**src/rtl/tlb_miss_loader.sv**
```systemverilog
module tlb_miss_loader #(
  parameter int WAYS     = 4,
  parameter int PID_W    = 8,
  parameter int PAGE_LSB = 12
) (
  input  logic             clk,
  input  logic             rst,
  input  logic             miss_i,
  input  logic [31:0]      miss_addr_i,
  input  logic [1:0]       kind_i,
  input  logic             ir_i,
  input  logic             dr_i,
  input  logic [31:0]      defaults_i,
  input  logic [PID_W-1:0] pid0_i,
  input  logic [PID_W-1:0] pid1_i,
  input  logic [PID_W-1:0] pid2_i,
  output logic [31:0]      mas0_o,
  output logic [31:0]      mas1_o,
  output logic [31:0]      mas2_o,
  output logic [31:0]      mas3_o,
  output logic [31:0]      mas6_o,
  output logic [31:0]      mas7_o,
  output logic [31:0]      fault_addr_o,
  output logic [31:0]      syndrome_o,
  output logic             done_o
);
  localparam int VW = (WAYS > 1) ? $clog2(WAYS) : 1;
  localparam logic [31:0] PAGE_MASK = ~((32'd1 << PAGE_LSB) - 32'd1);

  logic [VW-1:0] victim;
  logic [VW-1:0] victim_nx;
  logic          space;
  logic          is_fetch;
  logic [7:0]    tid;
  logic [7:0]    spid;

  assign victim_nx = (WAYS > 1) ? victim + VW'(1) : '0;
  assign is_fetch  = (kind_i == 2'd2);
  assign space     = is_fetch ? ir_i : dr_i;
  assign spid      = 8'(pid0_i);

  always_comb begin
    case (defaults_i[17:16])
      2'd0:    tid = 8'(pid0_i);
      2'd1:    tid = 8'(pid1_i);
      2'd2:    tid = 8'(pid2_i);
      default: tid = 8'd0;
    endcase
  end

  always_ff @(posedge clk) begin
    if (rst) begin
      victim       <= '0;
      mas0_o       <= '0;
      mas1_o       <= '0;
      mas2_o       <= '0;
      mas3_o       <= '0;
      mas6_o       <= '0;
      mas7_o       <= '0;
      fault_addr_o <= '0;
      syndrome_o   <= '0;
      done_o       <= 1'b0;
    end else begin
      done_o <= miss_i;
      if (miss_i) begin
        victim       <= victim_nx;
        mas0_o       <= {2'b0, defaults_i[29:28], 8'b0, 4'(victim), 12'b0, 4'(victim_nx)};
        mas1_o       <= {1'b1, 7'b0, tid, 3'b0, space, defaults_i[11:8], 8'b0};
        mas2_o       <= (miss_addr_i & PAGE_MASK) | {27'b0, defaults_i[4:0]};
        mas3_o       <= '0;
        mas6_o       <= {8'b0, spid, 15'b0, space};
        mas7_o       <= '0;
        fault_addr_o <= miss_addr_i;
        syndrome_o   <= {8'b0, (kind_i == 2'd1), 23'b0};
      end
    end
  end

  a_r9_done_follows: assert property (@(posedge clk) disable iff (rst)
    miss_i |=> done_o);
  a_r9_done_single: assert property (@(posedge clk) disable iff (rst)
    !miss_i |=> !done_o);
  a_r9_hold: assert property (@(posedge clk) disable iff (rst)
    !miss_i |=> ($stable(mas0_o) && $stable(mas1_o) && $stable(mas2_o) && $stable(fault_addr_o)));
  a_r2_cleared: assert property (@(posedge clk) disable iff (rst)
    done_o |-> (mas3_o == 32'd0 && mas7_o == 32'd0));
  a_r4_valid: assert property (@(posedge clk) disable iff (rst)
    done_o |-> mas1_o[31]);
  a_r7_next_victim: assert property (@(posedge clk) disable iff (rst)
    done_o |-> (mas0_o[3:0] == ((mas0_o[19:16] + 4'd1) & 4'(WAYS - 1))));
  a_r3_space_agree: assert property (@(posedge clk) disable iff (rst)
    done_o |-> (mas1_o[12] == mas6_o[0]));
  a_r8_addr: assert property (@(posedge clk) disable iff (rst)
    miss_i |=> (fault_addr_o == $past(miss_addr_i)));
endmodule

```
**config.mk**
```make
export PLATFORM = sky130hd
export DESIGN_NAME = tlb_miss_loader
export DESIGN_NICKNAME = d
export VERILOG_FILES = /design/src/rtl/tlb_miss_loader.sv
export SDC_FILE = /design/constraint.sdc
export NUM_CORES = 1
export LEC_CHECK = 0
export CAP_MARGIN = 20
export CORE_AREA = 8 8 131 133
export DETAILED_ROUTE_END_ITERATION = 12
export DIE_AREA = 0 0 139 141
export PLACE_DENSITY = 0.73
export SLEW_MARGIN = 5
export SYNTH_ARGS = -nofsm -noshare
export SYNTH_HDL_FRONTEND = slang
export SYNTH_SLANG_ARGS = --single-unit
```
**constraint.sdc**
```tcl
create_clock -name clk -period 0.89 [get_ports clk]
set_input_delay 0.178 -clock clk [delete_from_list [all_inputs] [get_ports clk]]
set_output_delay 0.178 -clock clk [all_outputs]
set_load 0.02 [all_outputs]
```
# [Yosys cells after proc, flatten, opt, wreduce, memory -nomap -nowiden]
# Cells that the tools add are included.
[word_totals] ff_bits=97 in_bits=95 out_inout_bits=257 word_cells=17
[op_classes] n_addsub=1 n_eq_ne=4 mux=2 bitwise=1 reduce_logical=1
[op_table] operator="bitwise OR 32 x 5 -> 32 bit" n=1
[op_table] operator="one-hot mux 8 bit (3 select lines)" n=1
[op_table] operator="equality test 2 x 1 -> 1 bit, second input constant" n=2
[op_table] operator="equality test 2 bit, second input constant" n=2
[op_table] operator="adder 2 x 1 -> 2 bit, second input constant" n=1
[op_table] operator="zero test 2 bit" n=1
[op_table] operator="2-to-1 mux 1 bit" n=1

# [Depth between registers and ports, before layout]
[depth] word_depth=2 ltp_mapped=5 ltp_nobuf=3

# [Worst setup path after synthesis]
# No wires, ideal clock.
[synth_timing] path_kind="in2reg" startpoint="input port miss_i" endpoint="register mas0_o[17]" setup_time_ns=0.128 t_arrival_ns=0.818 required_ns=0.762 path_slack_ns=-0.056 stages=5 n_path_buf=3 cell_sequence="buf_2 > buf_4 > buf_6 > mux2i_1 > nor2_1"
[synth_rtl] item="from (decl)" line_no="8" source="input logic miss_i,"
[synth_rtl] item="to (signal assigned)" line_no="54" source="mas0_o <= '0;"
[synth_rtl] item="to (signal assigned)" line_no="67" source="mas0_o <= {2'b0, defaults_i[29:28], 8'b0, 4'(victim), 12'b0, 4'(victim_nx)};"
[synth_rtl] item="to (decl)" line_no="17" source="output logic [31:0] mas0_o,"

# [Worst setup path after layout]
[layout_timing] startpoint="register fault_addr_o[12]" endpoint="output port fault_addr_o[12]"
[layout_rtl] item="from (decl)" line_no="23" source="output logic [31:0] fault_addr_o,"
[layout_rtl] item="from (signal assigned)" line_no="73" source="fault_addr_o <= miss_addr_i;"
# No word-level cell between the ends.

==> out/qor.yml <==
status: "complete, but fails checks"
violations: "negative setup slack"
rsz0062_at_grt: "true"
power_density_nw_per_um2: 1664
synth_async_sr_flop_share: 0
required_ps: 710
path_delay_family: "flip-flops"
cp_max_fo: 2
synth_most_common_cell: "buf_4"
cellLeakagePower_uw: 0.002945
cts_tree: "yes"
tritoncts.num_buffers: 9
die_h_um: 141
dp_hpwl_mm: 8.921
drt-total-wl_mm: 11.08
synth.cells.most_frequent: "195 x buf_4, 67 x dfxtp_1, 65 x nor2_1"
crit_arrival_ps: 880
finClkSkew_ps: 4.225
h-tree-depth: 3
area_growth_pct: 46.34
grtUsageTotal: 0.1089
synth_top_area_frac: 0.3641
clkTransAtPathRegs_ps: 60
antenna_found_initial: 0
dr_total_vias: 2842
crit_type: "flip-flop to primary output"
avgSynthCellArea_sq_um: 9.178
ys_seq_area_frac: 0.3336
drt_iter0_markers: 99
crit_path_frequent_cell: "buf_6"
synth_ff_type: "dfxtp_1"
crit_chain: "buf_6, buf_6"
irDropWorstVdd_v: 0.001014
die_area_sq_um: 19600
worst_hold_slack_ps: 143.5
hold_viol: 0
dieWidth_um: 139
syn-instance-count: 438
synth_enable_flop_cells: 0
finalPower_uw: 9787
finalCritPeriodShare: 1.191
grt_max_degree: 36
yosysUniqueCellTypes: 18
pwr-share-seq: 0.344
max_cap_viol_count: 0
endpoint_kind: "primary output"
hold_class: "input pin to flip-flop"
synth.largest_area_cell: "buf_4"
drt-wirelength-per-cell_um: 13.90
netlist_top_cells_area: "buf_4 36%, dfxtp_1 33%, mux2i_1 15%, nor2_1 6.1%, a311oi_2 3.0%"
crit_buf_inv: 2
diodes: 0
core_area_sq_um: 14980
cts.sink_count: 67
syn_area_sq_um: 4020
drcViolationCount: 0
max_stage_delay_ps: 320
fin_ws_ps: -169.6
io_pins: 352
gr-total-overflow: 0
ys_ff_latch: 67
power_frac_clock: 0.399
p_switching_uw: 3034
crit_path_start_kind: "flip-flop"
slew_violations: 0
period_needed_ps: 1060
viasPerCell: 3.566
finalNetCount: 699
io_buffers: 163
fmax_ghz: 0.9437
start_util: 0.2684
grt_pass1_vias: 3046
root_buffer: "clkbuf_16"
rows: 45
power.internal_uw: 6752
dr.pass1.iters: 3
setup_tns_ps: -7291
ant_nets: 0
synth_warnings: 0
p_comb_frac: 0.257
finalSetupViolations: 88
worstSkewPairLatency_ps: 330
routabilityCongestion: 0.6958
grt_pass1_wl_mm: 16.88
cts_max_path_buffers: 2
switching_share: 0.3101
crit_slowest_cell: "dfxtp_2"
drive_gt1_frac: 0.3629
[worst min-delay path, cell delays in order]
cell,delay (ps)
dlymetal6s2s_1,110
mux2i_1,80
nor2_1,80
[flip-flops by register name, summed over array words and instances, names as in the netlist]
name / count
victim: 1
syndrome_o: 1
done_o: 1
mas2_o: 6
mas6_o: 9
fault_addr_o: 31
mas0_o: 5
mas1_o: 13
[worst paths after layout]
kind / depth (start not counted) / end / slack, ps / start
setup / recovery: 2 / fault_addr_o[12] / -170 / fault_addr_o[12]$_SDFFE_PP0P_
hold / removal: 3 / mas6_o[19]$_SDFFE_PP0P_ / 140 / pid0_i[3]
setup reg to reg: 4 / mas1_o[21]$_SDFFE_PP0P_ / 40 / mas1_o[21]$_SDFFE_PP0P_
hold reg to reg: 2 / mas1_o[31]$_SDFFE_PP0P_ / 470 / mas1_o[31]$_SDFFE_PP0P_
[cells by family after synthesis]
logic type | after synthesis | synth area share
buffers and inverters | 208 | 0.3838
AND/OR/NAND/NOR | 88 | 0.09119
flip-flops | 67 | 0.3336
multiplexers | 61 | 0.1519
AO/OA/AOI/OAI | 11 | 0.03424
XOR/XNOR | 2 | 0.004358
other | 1 | 0.0009328
[through the flow]
stage	setup WS [ps]	area (sq um)	std cells	util
floorplan	-28.10	4679	606	-
global placement	-568.4	5170	768	0.3452
detailed placement	-600.9	5170	768	0.3452
CTS	-192.0	5812	795	0.3881
global route	-213.4	5883	797	0.3928
finish	-169.6	5883	797	0.3928
[per-layer routing]
metal  track usage  up-vias  part of all wire
li1              -     1369                 -
met1       0.09934     1292              0.35
met2        0.2039      174              0.54
met4       0.03466        0            0.0082
met3       0.05841        7              0.10
met5             0        -                 0
[layout make-up]
class	count	area, sq um
clock inverter	7	101.3
fill	1518	9094
multi-input combinational	331	1784
sequential	67	1445
tap	188	235.2
timing repair buffer	195	2092
clock buffer	9	225.2
[power groups by stage]
stage	clock network, uW	logic (uW)	registers (uW)
6_report	3900	2510	3370
3_5_place_dp	0	2380	3360
4_1_cts	4090	2490	3380
2_1_floorplan	0	1810	3580
5_1_grt	4200	2690	3390
3_3_place_gp	0	2370	3360
[timing repair]
action,CTS,global route
buffers inserted,10,4
endpoints found under the setup margin,96,97
pin swaps,3,13
gates cloned,1,0
hold buffers,0,0
resized for setup,576,30
hold endpoints to repair,0,0
[cell usage in the layout (no fill, tap or decap)]
| cell type | synthesis | routed |
|---|---|---|
| dlymetal6s2s_1 | 0 | 9 |
| mux2i_1 | 61 | 61 |
| nor2_1 | 65 | 62 |
| a311oi_2 | 8 | 8 |
| nand2_2 | 0 | 3 |
| clkinvlp_4 | 0 | 2 |
| buf_12 | 0 | 6 |
| or2_0 | 8 | 1 |
| a211oi_1 | 1 | 1 |
| clkdlybuf4s50_1 | 0 | 56 |
| buf_2 | 6 | 1 |
| nor2_2 | 0 | 3 |
| clkbuf_16 | 0 | 9 |
| inv_6 | 0 | 1 |
| buf_4 | 195 | 24 |
| buf_16 | 0 | 1 |
| dfxtp_2 | 0 | 59 |
| dlygate4sd2_1 | 0 | 7 |
| nand2b_1 | 2 | 2 |
| xnor2_1 | 1 | 1 |
| xor2_1 | 1 | 1 |
| or2_1 | 0 | 7 |
| nand3b_1 | 1 | 1 |
| conb_1 | 1 | 169 |
| nand2_1 | 9 | 6 |
| buf_6 | 3 | 91 |
| dfxtp_4 | 0 | 8 |
| nor2b_1 | 3 | 2 |
| clkinv_4 | 0 | 2 |
| nor2b_2 | 0 | 1 |
| bufinv_16 | 0 | 2 |
| a21oi_1 | 2 | 2 |
No activity file was read; power rests on OpenSTA's default activity.
